[config.mk]
export PLATFORM = sky130hd
export DESIGN_NAME = serial_cmd_rx
export DESIGN_NICKNAME = d
export VERILOG_FILES = /design/src/rtl/serrx_pkg.sv /design/src/rtl/serrx_ctrl.sv /design/src/rtl/serrx_dp.sv /design/src/rtl/serial_cmd_rx.sv
export SDC_FILE = /design/constraint.sdc
export NUM_CORES = 1
export LEC_CHECK = 0
export BUFFER_PORTS_ARGS = -buffer_cell sky130_fd_sc_hd__buf_2
export CORE_UTILIZATION = 35
export DETAILED_ROUTE_END_ITERATION = 16
export PLACE_DENSITY_LB_ADDON = 0.2
export SYNTH_ARGS = -nofsm -noshare
export SYNTH_HDL_FRONTEND = slang
export SYNTH_SLANG_ARGS = --single-unit
export TNS_END_PERCENT = 20
[constraint.sdc]
create_clock -name clk -period 6.21 [get_ports clk]
set_clock_uncertainty 0.2 [all_clocks]
set_input_delay 1.242 -clock clk [delete_from_list [all_inputs] [get_ports clk]]
set_output_delay 1.242 -clock clk [all_outputs]
set_load 0.02 [all_outputs]
[src/rtl/serrx_pkg.sv]
package serrx_pkg;
  localparam int CONT_POS = 7;
  localparam int KIND_POS = 6;
  localparam int READ_POS = 5;
  localparam int PAGE_HI = 4;
  localparam int EXT_POS = 2;

  typedef enum logic [1:0] {
    ST_CTRL   = 2'd0,
    ST_WORD   = 2'd1,
    ST_STREAM = 2'd2,
    ST_READ   = 2'd3
  } rxState_e;

  typedef struct packed {
    logic clear;
    logic shift;
    logic takeCtrl;
    logic emit;
    logic loadRead;
    logic rotRead;
  } dpCtl_t;
endpackage

[src/rtl/serrx_ctrl.sv]
module serrx_ctrl
  import serrx_pkg::*;
#(
  parameter int BYTE_W = 8
) (
  input  logic   clk,
  input  logic   rstN,
  input  logic   csActive,
  input  logic   sclkRise,
  input  logic   sclkFall,
  input  logic   nowCont,
  input  logic   nowRead,
  output dpCtl_t ctl
);
  localparam int CNT_W = $clog2(BYTE_W);
  localparam logic [CNT_W-1:0] LAST_BIT = CNT_W'(BYTE_W - 1);

  rxState_e state, nextState;
  logic [CNT_W-1:0] bitCnt;
  logic contQ;
  logic byteEnd;

  assign byteEnd = sclkRise && (state != ST_READ) && (bitCnt == LAST_BIT);

  always_comb begin
    ctl = '0;
    nextState = state;
    if (!csActive) begin
      ctl.clear = 1'b1;
      nextState = ST_CTRL;
    end else begin
      if (sclkRise && state != ST_READ) ctl.shift = 1'b1;
      if (byteEnd) begin
        case (state)
          ST_CTRL: begin
            if (nowRead) begin
              ctl.loadRead = 1'b1;
              nextState = ST_READ;
            end else begin
              ctl.takeCtrl = 1'b1;
              nextState = ST_WORD;
            end
          end
          ST_WORD: begin
            ctl.emit = 1'b1;
            nextState = contQ ? ST_CTRL : ST_STREAM;
          end
          ST_STREAM: ctl.emit = 1'b1;
          default: ;
        endcase
      end
      if (sclkFall && state == ST_READ) ctl.rotRead = 1'b1;
    end
  end

  always_ff @(posedge clk or negedge rstN) begin
    if (!rstN) begin
      state <= ST_CTRL;
      bitCnt <= '0;
      contQ <= 1'b0;
    end else if (!csActive) begin
      state <= ST_CTRL;
      bitCnt <= '0;
      contQ <= 1'b0;
    end else begin
      state <= nextState;
      if (ctl.shift) bitCnt <= (bitCnt == LAST_BIT) ? '0 : bitCnt + 1'b1;
      if (ctl.takeCtrl) contQ <= nowCont;
    end
  end
endmodule

[src/rtl/serrx_dp.sv]
module serrx_dp
  import serrx_pkg::*;
#(
  parameter int BYTE_W = 8,
  parameter int STRAP_W = 2,
  parameter logic [BYTE_W-STRAP_W-1:0] ID_PREFIX = 6'b001111
) (
  input  logic               clk,
  input  logic               rstN,
  input  dpCtl_t             ctl,
  input  logic               sdinBit,
  input  logic [STRAP_W-1:0] strap,
  input  logic               readStatus,
  input  logic [BYTE_W-1:0]  statusByte,
  output logic               nowCont,
  output logic               nowRead,
  output logic               cmdStb,
  output logic [BYTE_W-1:0]  cmdByte,
  output logic               dataStb,
  output logic [BYTE_W-1:0]  dataByte,
  output logic [1:0]         cmdPage,
  output logic               cmdExt,
  output logic               sdoutBit,
  output logic               driveEn
);
  logic [BYTE_W-1:0] shReg;
  logic [BYTE_W-1:0] byteNow;
  logic [BYTE_W-1:0] rdSh;
  logic [BYTE_W-1:0] idByte;
  logic [1:0] unusedSpare;
  logic kindQ;

  assign byteNow = {shReg[BYTE_W-2:0], sdinBit};
  assign nowCont = byteNow[CONT_POS];
  assign nowRead = byteNow[READ_POS];
  assign unusedSpare = byteNow[1:0];
  assign idByte = {ID_PREFIX, strap};

  always_ff @(posedge clk or negedge rstN) begin
    if (!rstN) begin
      shReg <= '0;
      rdSh <= '0;
      kindQ <= 1'b0;
      cmdStb <= 1'b0;
      cmdByte <= '0;
      dataStb <= 1'b0;
      dataByte <= '0;
      cmdPage <= '0;
      cmdExt <= 1'b0;
      sdoutBit <= 1'b0;
      driveEn <= 1'b0;
    end else begin
      cmdStb <= 1'b0;
      dataStb <= 1'b0;
      if (ctl.clear) begin
        shReg <= '0;
        driveEn <= 1'b0;
        sdoutBit <= 1'b0;
      end else begin
        if (ctl.shift) shReg <= byteNow;
        if (ctl.takeCtrl) begin
          kindQ <= byteNow[KIND_POS];
          cmdPage <= byteNow[PAGE_HI -: 2];
          cmdExt <= byteNow[EXT_POS];
        end
        if (ctl.emit) begin
          if (kindQ) begin
            dataStb <= 1'b1;
            dataByte <= byteNow;
          end else begin
            cmdStb <= 1'b1;
            cmdByte <= byteNow;
          end
        end
        if (ctl.loadRead) rdSh <= readStatus ? statusByte : idByte;
        if (ctl.rotRead) begin
          sdoutBit <= rdSh[BYTE_W-1];
          rdSh <= {rdSh[BYTE_W-2:0], rdSh[BYTE_W-1]};
          driveEn <= 1'b1;
        end
      end
    end
  end
endmodule

[src/rtl/serial_cmd_rx.sv]
module serial_cmd_rx
  import serrx_pkg::*;
#(
  parameter int BYTE_W = 8,
  parameter int STRAP_W = 2,
  parameter int SYNC_STAGES = 2,
  parameter logic [BYTE_W-STRAP_W-1:0] ID_PREFIX = 6'b001111
) (
  input  logic               clk,
  input  logic               rstN,
  input  logic               csN,
  input  logic               sclk,
  input  logic               sdin,
  input  logic [STRAP_W-1:0] strap,
  input  logic               readStatus,
  input  logic [BYTE_W-1:0]  statusByte,
  output logic               cmdStb,
  output logic [BYTE_W-1:0]  cmdByte,
  output logic               dataStb,
  output logic [BYTE_W-1:0]  dataByte,
  output logic [1:0]         cmdPage,
  output logic               cmdExt,
  output logic               sdout,
  output logic               sdoutOe
);
  logic [SYNC_STAGES-1:0] csSync, sclkSync, sdinSync;
  logic sclkPrev;
  logic csActive, sclkS, sclkRise, sclkFall;
  logic nowCont, nowRead;
  dpCtl_t ctl;

  always_ff @(posedge clk or negedge rstN) begin
    if (!rstN) begin
      csSync <= '1;
      sclkSync <= '0;
      sdinSync <= '0;
      sclkPrev <= 1'b0;
    end else begin
      csSync <= {csSync[SYNC_STAGES-2:0], csN};
      sclkSync <= {sclkSync[SYNC_STAGES-2:0], sclk};
      sdinSync <= {sdinSync[SYNC_STAGES-2:0], sdin};
      sclkPrev <= sclkS;
    end
  end

  assign csActive = !csSync[SYNC_STAGES-1];
  assign sclkS = sclkSync[SYNC_STAGES-1];
  assign sclkRise = sclkS && !sclkPrev;
  assign sclkFall = !sclkS && sclkPrev;

  serrx_ctrl #(.BYTE_W(BYTE_W)) i_ctrl (
    .clk(clk), .rstN(rstN), .csActive(csActive),
    .sclkRise(sclkRise), .sclkFall(sclkFall),
    .nowCont(nowCont), .nowRead(nowRead), .ctl(ctl)
  );

  serrx_dp #(.BYTE_W(BYTE_W), .STRAP_W(STRAP_W), .ID_PREFIX(ID_PREFIX)) i_dp (
    .clk(clk), .rstN(rstN), .ctl(ctl), .sdinBit(sdinSync[SYNC_STAGES-1]),
    .strap(strap), .readStatus(readStatus), .statusByte(statusByte),
    .nowCont(nowCont), .nowRead(nowRead),
    .cmdStb(cmdStb), .cmdByte(cmdByte), .dataStb(dataStb), .dataByte(dataByte),
    .cmdPage(cmdPage), .cmdExt(cmdExt), .sdoutBit(sdout), .driveEn(sdoutOe)
  );
endmodule

# After elaboration in Yosys (flattened, before gate mapping)
# Index checks and enable logic that the tools add are counted.
[totals]
output_inout_bits = 23
ramBits = 0
in_bits = 16
romBits = 0
register_bits = 52
memories = 0
wordCells = 80
latchBits = 0
[op_classes]
n_bitwise = 2
reduce_logical = 20
n_lt_le_gt_ge = 0
n_shift = 0
multipliers = 0
n_div = 0
n_eq_ne = 5
n_addsub = 1
muxes = 34
[ops]
columns = ["cell", "n"]
rows = [
  ["8-bit two-way mux", 3],
  ["1-bit two-way mux", 19],
  ["7-bit two-way mux", 2],
  ["3-bit two-way mux", 4],
  ["2-bit nonzero test", 5],
  ["2-bit two-way mux", 4],
  ["2-bit AND reduction", 3],
  ["3-bit AND reduction", 2],
  ["1-bit logical AND", 5],
  ["5-bit two-way mux", 1],
  ["2-bit equality test, second input constant", 2],
  ["2-bit case mux with 2 select lines", 1],
  ["3-bit by 1-bit adder with 3-bit output, second input constant", 1],
  ["3-bit equality test, second input constant", 1],
  ["3-bit nonzero test", 1],
  ["2-bit by 1-bit equality test with 1-bit output, second input constant", 1],
  ["1-bit logical NOT", 2],
  ["2-bit logical NOT", 1],
  ["2-bit != test, second input constant", 1],
  ["1-bit NOT", 2],
  ["2-bit OR reduction", 1],
]

# Depth between registers and ports, before layout
[logic_depth]
ltp_word = 8
depth_mapped = 6
depth_no_buf = 5

# Hierarchy
# A second synthesis with hierarchy kept.
[unflattened]
cells_unflattened = 167
hier_area_um2 = 2193.4
[by_module_without_submodules]
columns = ["mod", "n_inst", "seq_area_each_um2", "cells_each", "area_per_inst_um2"]
rows = [
  ["serrx_dp", 1, 975.9, 116, 1592.8],
  ["serrx_ctrl", 1, 150.1, 41, 404.1],
  ["serial_cmd_rx", 1, 177.7, 10, 196.4],
]

# Least setup slack after synthesis
# OpenSTA, ideal clock, no wires.
[synth_path]
path_type = "input-to-reg"
from = "input port readStatus"
to = "register i_dp.rdSh[2]"
t_arrival_ns = 1.791
stages = 3
setup_slack_ns = 4.096
required_time_ns = 5.887
path_cell_list = "and3_1 nand3_1 o221a_2"
[synth_between]
elab_chain_len = 3
[synth_rtl]
columns = ["element", "line", "text"]
rows = [
  ["start: declaration", "serial_cmd_rx.sv:15", "input logic readStatus,"],
  ["8-bit two-way mux (2 in series)", "serrx_dp.sv:75", "if (ctl.loadRead) rdSh <= readStatus ? statusByte : idByte;"],
  ["8-bit two-way mux", "serrx_dp.sv:76", "if (ctl.rotRead) begin"],
  ["end signal: assignment", "serrx_dp.sv:75", ""],
  ["end signal: assignment", "serrx_dp.sv:78", "rdSh <= {rdSh[BYTE_W-2:0], rdSh[BYTE_W-1]};"],
  ["end: declaration", "serrx_dp.sv:28", "logic [BYTE_W-1:0] rdSh;"],
]
# No other way between the ends. The select of a mux whose other input is x is not followed.
# A chain may end at the register's enable or synchronous reset.

# Final worst setup path
[layout_path]
from = "register i_ctrl.state[0]"
to = "register i_dp.dataByte[0]"
[layout_between]
elab_chain_len = 6
[layout_rtl]
columns = ["element", "line", "text"]
rows = [
  ["start: declaration", "serrx_ctrl.sv:18", "rxState_e state, nextState;"],
  ["start signal: assignment", "serrx_ctrl.sv:66", "state <= nextState;"],
  ["2-bit by 1-bit equality test with 1-bit output, or another cell as far along", "serrx_ctrl.sv:34", "case (state)"],
  ["2-bit OR reduction (no source line) or 1-bit logical AND (tied branches)", "-", ""],
  ["1-bit two-way mux or 1-bit logical AND (tied branches)", "serrx_ctrl.sv:34, serrx_ctrl.sv:23", ""],
  ["3-bit two-way mux (*)", "serrx_ctrl.sv:33", "if (byteEnd) begin"],
  ["5-bit two-way mux (*)", "serrx_ctrl.sv:28", "if (!csActive) begin"],
  ["3-bit AND reduction (no source line) (*)", "-", ""],
  ["end signal: assignment", "serrx_dp.sv:69", "dataByte <= byteNow;"],
  ["end: declaration", "serrx_dp.sv:20", "output logic [BYTE_W-1:0] dataByte,"],
]
# Every way passes the cells marked *; elsewhere a longest branch is shown, timed or not.

==> impl_metrics.yaml <==
outcome:
  status: "finished, final reports clean"
sta:
  period_share_pct: 40.8
  setup_tns_ps: 0
  hold_viol_final: 0
  report.final.setup_viol: 0
  worstMarginPinSlew_ps: 698
  slew_viol_final: 0
  slew_headroom_pct: 53.4
  rsz0062_at_grt: "false"
  finalCriticalPeriod_ps: 2530
  max_freq_mhz: 395
route:
  detail-route-antenna-nets: 0
  drt_first_pass_iters: 4
  drt_iter0_drc: 46
  wl_per_cell_um: 14.0
  viasPerCell: 4.79
  via_count: 1383
  wl_um: 4040
  remaining_drc_errors: 0
clock_network:
  cts_buffers: 5
  clkTransAtPathRegs_ps: 90
  cts_sinks: 52
  cts_tree: "done"
  clk_path_buf_depth: 2
  postCtsSetupBuffers: 0
  cts_root_buffer: "clkbuf_8"
  insertion_delay_ps: 300
  cts_hold_buf: 0
  cts_resized: 0
  htree_levels: 2
min_path:
  hold_class: "reg -> reg"
pwr:
  switching_share_pct: 22.5
  p_leak_nw: 1.32
  power_density_nw_per_um2: 224
  ir_drop_mv: 0.0920
  p_comb_share_pct: 3.4
  intPower_mw: 0.439
  clkPwrFrac_pct: 35.5
  p_seq_share_pct: 61.1
  power.switching_mw: 0.127
flow_run:
  drv_cap: 0
floorplanning:
  start_util_pct: 36.3
  io_pins: 39
  row_count: 28
  core_sq_um: 5960
  die_h_um: 80.6
  dieWidth_um: 80.6
  die_area_sq_um: 6500
critical_path:
  worst_setup_path_start_kind: "register"
  critPathKind: "reg -> reg"
  cp_max_fo: 19
  worst-endpoint-required_ps: 6200
  crit_arrival_ps: 2530
  worstSetupEndpointType: "register"
  ff2ff_setup_slack_ps: 3680
global_route:
  grt_pass1_vias: 1321
  grt_use_total_pct: 13.7
  grt-ovfl-total: 0
  grt_max_degree: 53
  antenna_found_initial: 0
  grt_first_pass_wirelength_um: 6620
placed_design:
  port_buffers: 38
  dp_hpwl_um: 2750
  gp_congestion: 0.696
synthesis:
  synth_nets: 193
  yosys_warnings: 0
  synthCells: 172
  syn-cell-area_sq_um: 2160
  synth_edf_count: 0
  synthFlopType: "dfrtp_1"
  synth_area_per_cell_sq_um: 12.6
  yosysSeqAreaShare_pct: 60.3
  ys_seq_elements: 52
  synth-async-reset-ratio_pct: 100
  synthDistinctLibCells: 32
finish:
  layout_commonest_cell: "dfrtp_1"
  final_cell_mix: "dfrtp_1, buf_2, nand2_1, mux2_2, a21oi_1"
  n_antenna_cell: 0
  drive_gt1_share_pct: 36.9
  nNetsFinal: 234
  fill_cells: 587
  synthToLayoutAreaGrowth_pct: 17.1
  finish.utilization_pct: 42.5
-- worst max-delay path, cell delays in order, from the launching register on --
cell	delay [ps]
dfrtp_1	420
ha_1	270
nor3b_4	630
and4_1	520
mux2_2	380
-- power by group through the flow --
stage | sequential [mW] | clock [mW] | combinational, mW
6_report | 0.346 | 0.201 | 0.0190
5_1_grt | 0.347 | 0.224 | 0.0222
4_1_cts | 0.347 | 0.210 | 0.0197
3_5_place_dp | 0.353 | 0 | 0.0197
3_3_place_gp | 0.353 | 0 | 0.0194
2_1_floorplan | 0.351 | 0 | 0.00796
-- flip-flops by register name, summed over array words and instances (netlist names), 2 cells and up --
signal	count
csSync	2
i_ctrl.bitCnt	3
i_ctrl.state	2
i_dp.cmdByte	8
i_dp.cmdPage	2
i_dp.dataByte	8
i_dp.rdSh	8
i_dp.shReg	7
sclkSync	2
sdinSync	2
-- layer usage --
metal  vias to the layer above  wire, um  track usage [%]
met5                         -         0                0
met4                         0        39             4.82
met3                         4       142             4.09
met2                        24      1730             19.1
met1                       667      2130             19.8
li1                        688         -                -
-- synth_stat cells (2+ instances only) --
cell	n	area share [%]
ha_1	5	2.9
o221a_2	4	2.1
o31ai_1	2	0.69
nand2b_1	5	1.4
and4_1	2	0.81
a211oi_1	2	0.69
inv_1	9	1.6
dfstp_2	2	2.4
nor2b_1	2	0.58
o221ai_1	2	0.81
a21oi_1	16	3.7
mux2_2	20	10
nand3_1	2	0.46
clkbuf_1	4	0.69
nand2_1	23	4.0
mux2i_1	3	1.4
and3_1	3	0.87
a41o_1	2	0.93
dfrtp_1	50	58
nor2_1	2	0.35
-- cells by family after synthesis --
family	share of synthesized area (%)
buffers and inverters	2.84
AOI/OAI and AO/OA	9.26
and+or+nand+nor	12.9
DFF	60.3
adders and majority gates	2.89
muxes	11.8
-- through the flow --
stage               cell area (sq um)  hold slack (ps)  setup slack (ps)  total power, mW  instances
floorplan                        2160              131              4100            0.359        172
global placement                 2430              134              3720            0.373        281
detailed placement               2430              136              3680            0.373        281
CTS                              2530              158              3670            0.577        289
global route                     2530              168              3550            0.594        289
finish                           2530              156              3680            0.567        289
-- worst paths after layout --
path	start	endpoint	depth (start not counted)
worst min register to register	sclkSync[0]	sclkSync[1]	0
max in group asynchronous	rstN	i_ctrl.bitCnt[2]	2
min in group asynchronous	rstN	i_dp.rdSh[7]	2
worst max-delay path	i_ctrl.state[0]	i_dp.dataByte[0]	4
worst min-delay path	sclkSync[0]	sclkSync[1]	0
worst max register to register	i_ctrl.state[0]	i_dp.dataByte[0]	4
-- layout make-up --
class	instances	area [sq um]	share of cell area, %
clock inverters	2	15.0	0.593
well taps	75	93.8	3.71
flip-flops and latches	52	1300	51.5
multi-input cells	105	797	31.5
clock buffers	6	82.6	3.26
inverters	9	33.8	1.33
repair buffers	40	205	8.11
Power figures use the tool's default switching activity.
